**config.mk**
```make
export PLATFORM = sky130hd
export DESIGN_NAME = proc_burst_bridge
export DESIGN_NICKNAME = d
export VERILOG_FILES = /design/src/rtl/pbb_pkg.sv /design/src/rtl/pbb_fifo.sv /design/src/rtl/pbb_wpack.sv /design/src/rtl/pbb_sysport.sv /design/src/rtl/proc_burst_bridge.sv
export SDC_FILE = /design/constraint.sdc
export NUM_CORES = 1
export LEC_CHECK = 0
export BUFFER_PORTS_ARGS = -buffer_cell sky130_fd_sc_hd__buf_4
export CAP_MARGIN = 20
export CORE_MARGIN = 5
export CORE_UTILIZATION = 35
export CTS_CLUSTER_DIAMETER = 120
export DETAILED_ROUTE_END_ITERATION = 7
export PLACE_DENSITY = 0.57
export SYNTH_ARGS = -nofsm -noshare
export SYNTH_HDL_FRONTEND = slang
export SYNTH_SLANG_ARGS = --single-unit
```
**constraint.sdc**
```tcl
create_clock -name clk -period 6.75 [get_ports clk]
set_clock_uncertainty 0.2 [all_clocks]
set_input_delay 1.35 -clock clk [delete_from_list [all_inputs] [get_ports clk]]
set_output_delay 1.35 -clock clk [all_outputs]
set_load 0.01 [all_outputs]
```
**src/rtl/pbb_pkg.sv**
```systemverilog
package pbb_pkg;

   localparam int SYS_W      = 32;
   localparam int SYS_LANES  = SYS_W / 8;
   localparam int LINE_BYTES = 16;
   localparam int LINE_WORDS = LINE_BYTES / SYS_LANES;

   typedef enum logic [1:0] {
      ST_IDLE,
      ST_XFER,
      ST_REJECT
   } pbb_state_e;

   // one queued system-bus write
   typedef struct packed {
      logic [29:0]          waddr;
      logic [SYS_LANES-1:0] be;
      logic [SYS_W-1:0]     data;
   } wr_word_t;

   function automatic logic [SYS_LANES-1:0] lane_parity(input logic [SYS_W-1:0] d);
      logic [SYS_LANES-1:0] p;
      for (int i = 0; i < SYS_LANES; i++) p[i] = ^d[8*i +: 8];
      return p;
   endfunction

endpackage

```
**src/rtl/pbb_fifo.sv**
```systemverilog
module pbb_fifo #(
   parameter int WIDTH = 8,
   parameter int DEPTH = 4
) (
   input  logic             clk,
   input  logic             rst,
   input  logic             push,
   input  logic             pop,
   input  logic [WIDTH-1:0] din,
   output logic [WIDTH-1:0] dout,
   output logic             full,
   output logic             empty
);
   localparam int AW = (DEPTH > 1) ? $clog2(DEPTH) : 1;

   logic [WIDTH-1:0] mem [DEPTH];
   logic [AW-1:0]    wp, rp;
   logic [AW:0]      cnt;
   logic             do_push, do_pop;

   assign full    = (cnt == (AW+1)'(DEPTH));
   assign empty   = (cnt == '0);
   assign do_push = push && !full;
   assign do_pop  = pop && !empty;
   assign dout    = mem[rp];

   always_ff @(posedge clk) begin
      if (rst) begin
         wp  <= '0;
         rp  <= '0;
         cnt <= '0;
      end else begin
         if (do_push) wp <= wp + 1'b1;
         if (do_pop)  rp <= rp + 1'b1;
         if (do_push && !do_pop)      cnt <= cnt + 1'b1;
         else if (do_pop && !do_push) cnt <= cnt - 1'b1;
      end
   end

   always_ff @(posedge clk) begin
      if (do_push) mem[wp] <= din;
   end

endmodule

```
**src/rtl/pbb_wpack.sv**
```systemverilog
module pbb_wpack
   import pbb_pkg::*;
#(
   parameter int PORT_W = 32
) (
   input  logic                clk,
   input  logic                rst,
   input  logic                par_en,
   input  logic                load,
   input  logic [1:0]          load_ptr,
   input  logic [29:0]         load_waddr,
   input  logic                single,
   input  logic                beat,
   input  logic [PORT_W-1:0]   beat_data,
   input  logic [PORT_W/8-1:0] beat_par,
   output logic                push,
   output wr_word_t            word,
   output logic                perr
);
   localparam int         LANES    = PORT_W / 8;
   localparam logic [1:0] STEP     = 2'(LANES % SYS_LANES);
   localparam logic [1:0] LAST_PTR = 2'(SYS_LANES - LANES);

   logic [SYS_W-1:0]     acc_data, nxt_data;
   logic [SYS_LANES-1:0] acc_be, nxt_be;
   logic [1:0]           ptr;
   logic [29:0]          waddr;
   logic [LANES-1:0]     gen_par;
   logic                 beat_ok, last;

   always_comb begin
      for (int i = 0; i < LANES; i++) gen_par[i] = ^beat_data[8*i +: 8];
   end

   assign beat_ok = !par_en || (gen_par == beat_par);
   assign last    = single || (ptr == LAST_PTR);

   // lay the beat into the lanes at ptr; enables only for a clean beat
   always_comb begin
      nxt_data = acc_data;
      nxt_be   = acc_be;
      for (int i = 0; i < LANES; i++) begin
         nxt_data[8*(int'(ptr)+i) +: 8] = beat_data[8*i +: 8];
         if (beat_ok) nxt_be[int'(ptr)+i] = 1'b1;
      end
   end

   assign push = beat && last && (nxt_be != '0);
   assign perr = beat && !beat_ok;
   assign word = '{waddr: waddr, be: nxt_be, data: nxt_data};

   always_ff @(posedge clk) begin
      if (rst) begin
         acc_data <= '0;
         acc_be   <= '0;
         ptr      <= '0;
         waddr    <= '0;
      end else if (load) begin
         acc_data <= '0;
         acc_be   <= '0;
         ptr      <= load_ptr;
         waddr    <= load_waddr;
      end else if (beat) begin
         if (last) begin
            acc_be <= '0;
            ptr    <= '0;
            waddr  <= waddr + 1'b1;
         end else begin
            acc_data <= nxt_data;
            acc_be   <= nxt_be;
            ptr      <= ptr + STEP;
         end
      end
   end

endmodule

```
**src/rtl/pbb_sysport.sv**
```systemverilog
module pbb_sysport
   import pbb_pkg::*;
(
   input  logic                 clk,
   input  logic                 rst,
   input  logic                 par_en,
   input  logic                 wf_empty,
   input  wr_word_t             wf_head,
   output logic                 wf_pop,
   input  logic                 rd_want,
   input  logic [29:0]          rd_waddr,
   output logic                 rd_take,
   output logic                 rf_push,
   output logic [SYS_W-1:0]     rf_data,
   output logic                 rd_perr,
   output logic                 s_req,
   output logic                 s_we,
   output logic [31:0]          s_addr,
   output logic [SYS_LANES-1:0] s_be,
   output logic [SYS_W-1:0]     s_wdata,
   output logic [SYS_LANES-1:0] s_wpar,
   input  logic                 s_ack,
   input  logic [SYS_W-1:0]     s_rdata,
   input  logic [SYS_LANES-1:0] s_rpar
);
   logic busy;

   // queued writes always win, which keeps reads behind earlier writes
   assign wf_pop  = !busy && !wf_empty;
   assign rd_take = !busy && wf_empty && rd_want;
   assign rf_push = busy && !s_we && s_ack;
   assign rf_data = s_rdata;
   assign rd_perr = rf_push && par_en && (s_rpar != lane_parity(s_rdata));
   assign s_req   = busy;
   assign s_wpar  = lane_parity(s_wdata);

   always_ff @(posedge clk) begin
      if (rst) begin
         busy    <= 1'b0;
         s_we    <= 1'b0;
         s_addr  <= '0;
         s_be    <= '0;
         s_wdata <= '0;
      end else if (!busy) begin
         if (wf_pop) begin
            busy    <= 1'b1;
            s_we    <= 1'b1;
            s_addr  <= {wf_head.waddr, 2'b00};
            s_be    <= wf_head.be;
            s_wdata <= wf_head.data;
         end else if (rd_take) begin
            busy    <= 1'b1;
            s_we    <= 1'b0;
            s_addr  <= {rd_waddr, 2'b00};
            s_be    <= '1;
            s_wdata <= '0;
         end
      end else if (s_ack) begin
         busy <= 1'b0;
      end
   end

endmodule

```
**src/rtl/proc_burst_bridge.sv**
```systemverilog
module proc_burst_bridge
   import pbb_pkg::*;
#(
   parameter int PORT_W     = 32,
   parameter int FIFO_DEPTH = 4
) (
   input  logic                clk,
   input  logic                rst,
   input  logic                par_en,
   input  logic                p_req,
   input  logic                p_wr,
   input  logic                p_burst,
   input  logic [31:0]         p_addr,
   input  logic [PORT_W-1:0]   p_wdata,
   input  logic [PORT_W/8-1:0] p_wpar,
   output logic                p_ack,
   output logic                p_err,
   output logic [PORT_W-1:0]   p_rdata,
   output logic [PORT_W/8-1:0] p_rpar,
   output logic                par_err,
   output logic                s_req,
   output logic                s_we,
   output logic [31:0]         s_addr,
   output logic [3:0]          s_be,
   output logic [31:0]         s_wdata,
   output logic [3:0]          s_wpar,
   input  logic                s_ack,
   input  logic [31:0]         s_rdata,
   input  logic [3:0]          s_rpar
);
   localparam int         LANES       = PORT_W / 8;
   localparam int         BURST_BEATS = LINE_BYTES / LANES;
   localparam logic [1:0] STEP        = 2'(LANES % SYS_LANES);
   localparam logic [1:0] LAST_PTR    = 2'(SYS_LANES - LANES);
   localparam logic [1:0] PTR_MASK    = ~2'(LANES - 1);
   localparam int         WW          = $bits(wr_word_t);

   if (!(PORT_W == 8 || PORT_W == 16 || PORT_W == 32)) begin : g_bad_port_w
      $error("proc_burst_bridge: PORT_W must be 8, 16 or 32");
   end
   if (FIFO_DEPTH < LINE_WORDS || (FIFO_DEPTH & (FIFO_DEPTH - 1)) != 0) begin : g_bad_depth
      $error("proc_burst_bridge: FIFO_DEPTH must be a power of two of at least 4");
   end

   pbb_state_e       state;
   logic             cmd_wr, cmd_single;
   logic [4:0]       beats_left;
   logic [2:0]       rd_left;
   logic [29:0]      rd_waddr;
   logic [1:0]       rd_ptr, start_ptr;
   logic             rd_last, bad_burst, accept;

   wr_word_t         wf_in, wf_head;
   logic             wf_push, wf_pop, wf_full, wf_empty, wp_perr;
   logic [SYS_W-1:0] rf_in, rf_head;
   logic             rf_push, rf_pop, rf_full, rf_empty, rd_perr;
   logic             rd_want, rd_take;
   logic [WW-1:0]    wf_dout;

   assign bad_burst = p_burst && (p_addr[3:0] != 4'd0);
   assign accept    = (state == ST_IDLE) && p_req && !bad_burst;
   assign start_ptr = p_burst ? 2'b00 : (p_addr[1:0] & PTR_MASK);
   assign rd_last   = cmd_single || (rd_ptr == LAST_PTR);
   assign p_ack     = (state == ST_XFER) && (cmd_wr ? !wf_full : !rf_empty);
   assign p_err     = (state == ST_REJECT);
   assign rf_pop    = p_ack && !cmd_wr && rd_last;
   assign rd_want   = (rd_left != 3'd0) && !rf_full;
   assign wf_head   = wr_word_t'(wf_dout);

   // read beat selection: full-width port takes the word as is
   if (LANES == SYS_LANES) begin : g_rd_full
      assign p_rdata = rf_head;
   end else begin : g_rd_narrow
      assign p_rdata = rf_head[8*int'(rd_ptr) +: PORT_W];
   end

   for (genvar g = 0; g < LANES; g++) begin : g_rpar
      assign p_rpar[g] = ^p_rdata[8*g +: 8];
   end

   always_ff @(posedge clk) begin
      if (rst) begin
         state      <= ST_IDLE;
         cmd_wr     <= 1'b0;
         cmd_single <= 1'b0;
         beats_left <= '0;
         rd_left    <= '0;
         rd_waddr   <= '0;
         rd_ptr     <= '0;
         par_err    <= 1'b0;
      end else begin
         if (wp_perr || rd_perr) par_err <= 1'b1;
         if (rd_take) begin
            rd_left  <= rd_left - 1'b1;
            rd_waddr <= rd_waddr + 1'b1;
         end
         case (state)
            ST_IDLE: begin
               if (p_req && bad_burst) begin
                  state <= ST_REJECT;
               end else if (accept) begin
                  state      <= ST_XFER;
                  cmd_wr     <= p_wr;
                  cmd_single <= !p_burst;
                  beats_left <= p_burst ? 5'(BURST_BEATS) : 5'd1;
                  rd_ptr     <= start_ptr;
                  if (!p_wr) begin
                     rd_left  <= p_burst ? 3'(LINE_WORDS) : 3'd1;
                     rd_waddr <= p_addr[31:2];
                  end
               end
            end
            ST_XFER: begin
               if (p_ack) begin
                  beats_left <= beats_left - 1'b1;
                  if (!cmd_wr) rd_ptr <= rd_last ? 2'b00 : rd_ptr + STEP;
                  if (beats_left == 5'd1) state <= ST_IDLE;
               end
            end
            default: state <= ST_IDLE;
         endcase
      end
   end

   pbb_wpack #(.PORT_W(PORT_W)) i_wpack (
      .clk        (clk),
      .rst        (rst),
      .par_en     (par_en),
      .load       (accept && p_wr),
      .load_ptr   (start_ptr),
      .load_waddr (p_addr[31:2]),
      .single     (cmd_single),
      .beat       (p_ack && cmd_wr),
      .beat_data  (p_wdata),
      .beat_par   (p_wpar),
      .push       (wf_push),
      .word       (wf_in),
      .perr       (wp_perr)
   );

   pbb_fifo #(.WIDTH(WW), .DEPTH(FIFO_DEPTH)) i_wfifo (
      .clk   (clk),
      .rst   (rst),
      .push  (wf_push),
      .pop   (wf_pop),
      .din   (wf_in),
      .dout  (wf_dout),
      .full  (wf_full),
      .empty (wf_empty)
   );

   pbb_fifo #(.WIDTH(SYS_W), .DEPTH(FIFO_DEPTH)) i_rfifo (
      .clk   (clk),
      .rst   (rst),
      .push  (rf_push),
      .pop   (rf_pop),
      .din   (rf_in),
      .dout  (rf_head),
      .full  (rf_full),
      .empty (rf_empty)
   );

   pbb_sysport i_sysport (
      .clk      (clk),
      .rst      (rst),
      .par_en   (par_en),
      .wf_empty (wf_empty),
      .wf_head  (wf_head),
      .wf_pop   (wf_pop),
      .rd_want  (rd_want),
      .rd_waddr (rd_waddr),
      .rd_take  (rd_take),
      .rf_push  (rf_push),
      .rf_data  (rf_in),
      .rd_perr  (rd_perr),
      .s_req    (s_req),
      .s_we     (s_we),
      .s_addr   (s_addr),
      .s_be     (s_be),
      .s_wdata  (s_wdata),
      .s_wpar   (s_wpar),
      .s_ack    (s_ack),
      .s_rdata  (s_rdata),
      .s_rpar   (s_rpar)
   );

endmodule

```
==> results of run 1 <==
final timing paths:
check | depth (start not counted) | start | slack [ns] | to
worst max-delay path | 6 | register | 2.39 | p_rpar[2]
worst min register to register | 2 | i_sysport.s_addr[23]$_SDFFE_PP0P_ | 0.29 | i_sysport.s_addr[23]$_SDFFE_PP0P_
worst min-delay path | 2 | i_sysport.s_addr[23]$_SDFFE_PP0P_ | 0.29 | i_sysport.s_addr[23]$_SDFFE_PP0P_
worst max register to register | 10 | i_wfifo.cnt[0]$_SDFFE_PP0P_ | 3.33 | i_wfifo.cnt[2]$_SDFFE_PP0P_
state kept, by name, indices dropped and copies added, names as in the netlist, 5 cells and up, named ones only:
name,cells
i_wfifo.mem,252
i_sysport.s_addr,30
i_sysport.s_wdata,32
beats_left,5
i_wpack.waddr,30
rd_waddr,30
i_rfifo.mem,128
stage by stage:
| step | setup slack (ns) | hold slack [ns] |
|---|---|---|
| 2_1_floorplan | 1.959 | 0.2548 |
| 3_3_place_gp | 1.964 | 0.2749 |
| 3_5_place_dp | 1.921 | 0.2739 |
| 4_1_cts | 2.262 | 0.2922 |
| 5_1_grt | 2.169 | 0.3084 |
| 6_report | 2.386 | 0.2883 |
routing by layer:
metal	vias up	part of all wire	track usage
li1	6222	-	-
met1	6813	0.43	0.2135
met2	379	0.48	0.2593
met3	83	0.058	0.03353
met4	4	0.027	0.05039
met5	-	0.00048	0
power groups by stage:
stage	logic [mW]	registers, mW	clock network [mW]
detailed placement	2.63	4.11	0
floorplan	1.57	4.05	0
finish	2.59	4.03	3.17
global placement	2.61	4.10	0
global route	2.83	4.07	3.41
CTS	2.65	4.04	3.27
cells in the mapped netlist, types with 5 or more instances:
cell type	n
buf_1	12
buf_4	9
and3_1	17
o21ai_0	27
nand4_1	9
inv_1	19
a311oi_1	39
nor4_1	6
and2_1	7
xor2_1	36
nor3_1	15
xnor2_1	120
mux4_2	95
clkbuf_1	55
a221oi_1	5
nand2_1	128
edfxtp_1	380
nor3b_1	5
nand3_1	57
a31oi_1	12
nor3_2	11
a21oi_1	61
or3_1	13
ha_1	16
nor2_1	118
a211oi_1	32
buf_2	14
dfxtp_1	155
worst register-to-register path: stages (launching register included):
cell	delay (ns)
dfxtp_1	0.48
nor3_4	0.13
nor2_4	0.09
buf_4	0.47
clkinv_2	0.70
ha_1	0.47
inv_1	0.09
fa_1	0.18
xor2_1	0.07
or3_1	0.31
a21oi_1	0.15
cell type report:
class	count	area, µm²
clock inverters	28	319.1
flip-flops and latches	535	14520
diodes	1	2.502
multi-input cells	885	7267
well taps	846	1059
clock buffers	80	1603
inverters	20	76.32
repair buffers	244	1882
fillers	5795	36240
kinds of logic after synthesis:
logic type,synth area share
AND/OR/NAND/NOR,0.09326
other,0.0001687
multiplexers,0.09804
flip-flops,0.6529
AO/OA/AOI/OAI,0.05797
adder cells (fa/ha/maj),0.01081
buffers and inverters,0.02139
XOR/XNOR,0.06551
==> results.md, run 1 <==
- Cell count after synthesis: 1530
- Most frequent cells in the layout: edfxtp_1 (380), buf_4 (240), dfxtp_1 (152)
- Sequence of cells on the critical path: buf_4, mux4_2, xor2_1, xnor2_1, xnor2_1, buf_4
- I/O Pins: 224
- Synthesis warning total: 0
- Post-CTS Setup Bufs: 0
- Post-route setup TNS: 0 ns
- Comb pwr share: 0.264
- Worst-path clk slew: 0.06 ns
- CTS buffer count: 57
- Hold Vio Cnt, Final: 0
- Post-CTS resize count: 0
- DP HPWL: 35.71 mm
- Sequential Power Share: 0.412
- Max-Cap Viols: 0
- Yosys top cell by area: edfxtp_1
- Post-place instance area: 24800 µm²
- First-pass GRT wire length: 83.80 mm
- Commonest non-fill, non-tap cell in the layout: edfxtp_1
- Hold-fix buffers, CTS: 0
- Slowest-stage cell, CP: mux4_2
- GRT Residual Overflow: 0
- Crit-path max FO: 32
- Placed insts: 2530
- CTS tree: built
- FMAX: 229.2 MHz
- Critical path's top delay family: buffers and inverters
- Tcrit/Tclk final: 0.6465
- Pleak: 8.858 nW
- Critical path type: reg2out
- GPL Wtd Cong: 0.7695
- Chip height: 262.0 µm
- Initial Util: 0.3531
- Netlist Area Pre-Place: 22230 µm²
- Buffer and inverter count on the worst path: 2
- Worst Setup End Kind: output port
- Final non-filler cell total: 2639
- Rel. slew slack: 0.3038
- Top-area cell type share of the netlist area: 0.5133
- Flop and latch count out of synthesis: 535
- Area delta synth->final: 20.23%
- Iter 0 DRT Violations: 886
- Number of synthesized flops with an enable pin: 380
- Syn_area_per_cell: 14.53 µm²
- Largest cells by area after synthesis: edfxtp_1 (51%), dfxtp_1 (14%), mux4_2 (9.6%), xnor2_1 (4.7%), nand2_1 (2.2%)
- Clk network pwr share: 0.323
- Initial antenna violation count: 3
- Final min period: 4.364 ns
- Max-slew violations: 0
- Power Dens Cells: 366.2 nW/µm²
- Power Total: 9.788 mW
- Net Sw Frac: 0.3016
- Status: finished clean
- Int Pwr: 6.836 mW
- H-tree depth: 2
- Type of the most critical hold path: reg2reg
- Req. time, crit path: 5.20 ns
- CTS root buffer: clkbuf_16
- Pin count of the biggest net entering global routing: 74
- Vias in the first global route: 13661
- Post-route ant nets: 0
- Clock Latency Late Sink: 0.61 ns
- Largest stage delay on the critical path: 0.61 ns
- Psw: 2.952 mW
- Ys async rst share: 0
- Core area: 62970 µm²
- Port Buffers: 221
- Share of the core filled with cells: 0.4245
- Top_reg_cell synth: edfxtp_1
- Worst path arrival time: 2.81 ns
- Unrepaired setup endpoints after global routing: false
- TritonRoute pass-1 iters: 5
- Die width: 262.0 µm
- Least-Margin Pin Slew: 1.031 ns
- Avg Vias per Cell: 5.116
- Final instance area: 26730 µm²
- Die Area: 68660 µm²
- Via count: 13501
- Sink Count: 535
- Layout net count: 1872
- Routed Wire Length: 55.97 mm
- WL/cell: 21.21 µm
- Synth cell types: 60
- Tot GR Track Use: 0.1586
- CTS Buffer Depth: 3
- Peak VDD IR: 0.0002912 V
- Final setup fails: 0
- Layout cells sized above 1: 0.2617
- Critical Path Start Type: register
- Residual DRC: 0
- Register area share after synthesis: 0.6529
- FP Rows: 92
(Power assumes the default switching activity.)
==> run 2: changes to the inputs <==
--- a/config.mk
+++ b/config.mk
@@ -5,13 +5,14 @@
 export SDC_FILE = /design/constraint.sdc
 export NUM_CORES = 1
 export LEC_CHECK = 0
+export ABC_AREA = 1
 export BUFFER_PORTS_ARGS = -buffer_cell sky130_fd_sc_hd__buf_4
 export CAP_MARGIN = 20
 export CORE_MARGIN = 5
 export CORE_UTILIZATION = 35
 export CTS_CLUSTER_DIAMETER = 120
 export DETAILED_ROUTE_END_ITERATION = 7
-export PLACE_DENSITY = 0.57
+export PLACE_DENSITY = 0.59
 export SYNTH_ARGS = -nofsm -noshare
 export SYNTH_HDL_FRONTEND = slang
 export SYNTH_SLANG_ARGS = --single-unit
==> constraint.sdc (replaced) <==
create_clock -name clk -period 3.58 [get_ports clk]
set_clock_uncertainty 0.2 [all_clocks]
set_input_delay 0.716 -clock clk [delete_from_list [all_inputs] [get_ports clk]]
set_output_delay 0.716 -clock clk [all_outputs]
set_load 0.01 [all_outputs]
==> results.md, run 2 <==
- FP Rows: 94 (was 92)
- Share of the core filled with cells: 0.4259 (was 0.4245)
- GPL Wtd Cong: 0.9129 (was 0.7695)
- Pleak: 10.61 nW (was 8.858 nW)
- CTS root buffer: clkbuf_16 (unchanged)
- CTS buffer count: 58 (was 57)
- Type of the most critical hold path: in2reg (was reg2reg)
- Flop and latch count out of synthesis: 535 (unchanged)
- Ys async rst share: 0 (unchanged)
- Max-Cap Viols: 0 (unchanged)
- GRT Residual Overflow: 0 (unchanged)
- Final min period: 3.395 ns
- Most frequent cells in the layout: nand2_1 (381), edfxtp_1 (380), o21ai_0 (280) (was edfxtp_1 (380), buf_4 (240), dfxtp_1 (152))
- Net Sw Frac: 0.3490 (was 0.3016)
- Core area: 65980 µm² (was 62970 µm²)
- Synthesis warning total: 0 (unchanged)
- Post-Place Setup Slack: 0.1339 ns (was 1.921 ns)
- Sink Count: 535 (unchanged)
- Hold-fix buffers, CTS: 0 (unchanged)
- Iter 0 DRT Violations: 1292 (was 886)
- Int Pwr: 13.17 mW (was 6.836 mW)
- Syn_area_per_cell: 10.01 µm² (was 14.53 µm²)
- Top-area cell type share of the netlist area: 0.4881 (was 0.5133)
- Port Buffers: 221 (unchanged)
- TritonRoute pass-1 iters: 6 (was 5)
- Power Dens Cells: 719.7 nW/µm² (was 366.2 nW/µm²)
- Commonest non-fill, non-tap cell in the layout: nand2_1 (was edfxtp_1)
- Multi-input logic area: 7637 µm² (was 7267 µm²)
- WL/cell: 18.95 µm (was 21.21 µm)
- Final setup fails: 0 (unchanged)
- Unrepaired setup endpoints after global routing: false (unchanged)
- Die width: 268.5 µm (was 262.0 µm)
- Least-Margin Pin Slew: 0.9499 ns (was 1.031 ns)
- Reg area: 14520 µm² (unchanged)
- Largest register FFs: 252 (unchanged)
- Clock Latency Late Sink: 0.62 ns (was 0.61 ns)
- FMAX: 294.6 MHz
- Most frequent cell after synthesis: nand2_1 (was edfxtp_1)
- Cell count after synthesis: 2336 (was 1530)
- Layout cells sized above 1: 0.1510 (was 0.2617)
- Register area share after synthesis: 0.6208 (was 0.6529)
- Tcrit/Tclk final: 0.9482
- Final WS setup: 0.1855 ns (was 2.386 ns)
- Post-synth top cells: nand2_1 (381), edfxtp_1 (380), o21ai_0 (280) (was edfxtp_1 (380), dfxtp_1 (155), nand2_1 (128))
- Final-layout fill cell count: 6235 (was 5795)
- Worst path arrival time: 2.48 ns (was 2.81 ns)
- Initial Util: 0.3543 (was 0.3531)
- Clk network pwr share: 0.298 (was 0.323)
- H-tree depth: 2 (unchanged)
- Status: finished clean (unchanged)
- Post-place instance area: 26110 µm² (was 24800 µm²)
- Largest regs: i_wfifo.mem: 252 flops, i_rfifo.mem: 128 flops, i_sysport.s_wdata: 32 flops (unchanged)
- Top_reg_cell synth: edfxtp_1 (unchanged)
- Critical Path Start Type: register (unchanged)
- I/O Pins: 224 (unchanged)
- Psw: 7.058 mW (was 2.952 mW)
- Pin count of the biggest net entering global routing: 88 (was 74)
- Vias in the first global route: 16796 (was 13661)
- Rel. slew slack: 0.3668 (was 0.3038)
- Initial antenna violation count: 1 (was 3)
- Biggest register: i_wfifo.mem (unchanged)
- Post-route setup TNS: 0 ns (unchanged)
- Req. time, crit path: 2.66 ns (was 5.20 ns)
- Netlist Area Pre-Place: 23380 µm² (was 22230 µm²)
- Largest cells by area after synthesis: edfxtp_1 (49%), dfxtp_1 (13%), nand2_1 (6.1%), o21ai_0 (6.0%), nor2_1 (4.2%) (was edfxtp_1 (51%), dfxtp_1 (14%), mux4_2 (9.6%), xnor2_1 (4.7%), nand2_1 (2.2%))
- CTS tree: built (unchanged)
- Max-slew violations: 0 (unchanged)
- Residual DRC: 0 (unchanged)
- Avg Vias per Cell: 5.052 (was 5.116)
- Via count: 17486 (was 13501)
- Comb pwr share: 0.320 (was 0.264)
- Die Area: 72070 µm² (was 68660 µm²)
- Synth cell types: 45 (was 60)
- Peak VDD IR: 0.0006486 V (was 0.0002912 V)
- Routed Wire Length: 65.58 mm (was 55.97 mm)
- Chip height: 268.5 µm (was 262.0 µm)
- First-pass GRT wire length: 99.00 mm (was 83.80 mm)
- Area delta synth->final: 20.20% (was 20.23%)
- Crit-path max FO: 37 (was 32)
- Worst Setup End Kind: output port (unchanged)
- Critical path type: reg2out (unchanged)
- CTS Buffer Depth: 3 (unchanged)
- Worst-path clk slew: 0.06 ns (about the same)
- DP HPWL: 42.78 mm (was 35.71 mm)
- Hold slack: 0.1183 ns (was 0.2883 ns)
- Post-route ant nets: 0 (unchanged)
- Yosys top cell by area: edfxtp_1 (unchanged)
- Hold Vio Cnt, Final: 0 (unchanged)
- Tot GR Track Use: 0.1757 (was 0.1586)
- Layout net count: 2676 (was 1872)
- Final instance area: 28100 µm² (was 26730 µm²)
- Sequential Power Share: 0.382 (was 0.412)
- Number of synthesized flops with an enable pin: 380 (unchanged)
## run 2: repair_timing
item / CTS / global route
gates resized for setup: 2 / 9
setup endpoints to repair: 4 / 4
buffers inserted: 0 / 1
cloned: 0 / 1
## run 2: final cells by class
| type | instances | area share |
|---|---|---|
| Timing Repair Buffer | 266 | 0.07658 |
| Clock inverter | 28 | 0.01149 |
| Inverter | 209 | 0.02827 |
| Tap cell | 864 | 0.03847 |
| Sequential cell | 535 | 0.5167 |
| Antenna cell | 1 | 0.00008905 |
| Clock buffer | 81 | 0.05663 |
| Multi-Input combinational cell | 1477 | 0.2718 |
## run 2: cells by family (layout without fill, tap and decap cells)
family                   count (synthesis)  after routing  synth area share
buffers and inverters                  325            584           0.05609
XOR/XNOR                               134            134           0.05020
adder cells (fa/ha/maj)                 18             18           0.01028
AO/OA/AOI/OAI                          528            528            0.1220
other                                    1              3         0.0001604
AND/OR/NAND/NOR                        795            795            0.1405
flip-flops                             535            535            0.6208
## run 2: power groups by stage
stage / combinational, mW / clock (mW) / sequential, mW
global placement: 6.39 / 0 / 7.85
finish: 6.48 / 6.02 / 7.73
floorplan: 3.68 / 0 / 7.82
CTS: 6.55 / 6.18 / 7.74
global route: 7.15 / 6.43 / 7.81
detailed placement: 6.52 / 0 / 7.86
## run 2: worst max-delay path, stage by stage, from the launching register on
cell,delay [ns]
dfxtp_2,0.44
buf_12,0.24
a21oi_1,0.08
o21ai_0,0.07
nand2_1,0.15
xnor2_1,0.41
xnor2_1,0.18
xor2_1,0.16
buf_4,0.14
## run 2: per-layer routing
metal	up-vias	wire length, µm	global-route usage
met5	-	0	0
li1	8429	-	-
met3	126	3380	0.02774
met2	521	31700	0.2963
met4	0	2628	0.06996
met1	8410	27870	0.2286
## run 2: path summary, 6_finish.rpt
| check | startpoint | end | slack, ns | cells after the start |
|---|---|---|---|---|
| min reg2reg | i_wfifo.rp[1]$_SDFFE_PP0P_ | register | 0.26 | 2 |
| min | p_wdata[22] | i_wfifo.mem[1][22]$_DFFE_PP_ | 0.12 | 1 |
| max reg2reg | i_wfifo.cnt[0]$_SDFFE_PP0P_ | i_wfifo.cnt[2]$_SDFFE_PP0P_ | 0.71 | 13 |
| max | register | p_rpar[3] | 0.19 | 8 |
## run 2: stage by stage
stage | cells | power, mW
4_1_cts | 3458 | 20.47
6_report | 3461 | 20.23
5_1_grt | 3461 | 21.39
3_5_place_dp | 3349 | 14.39
2_1_floorplan | 2337 | 11.50
3_3_place_gp | 3349 | 14.24
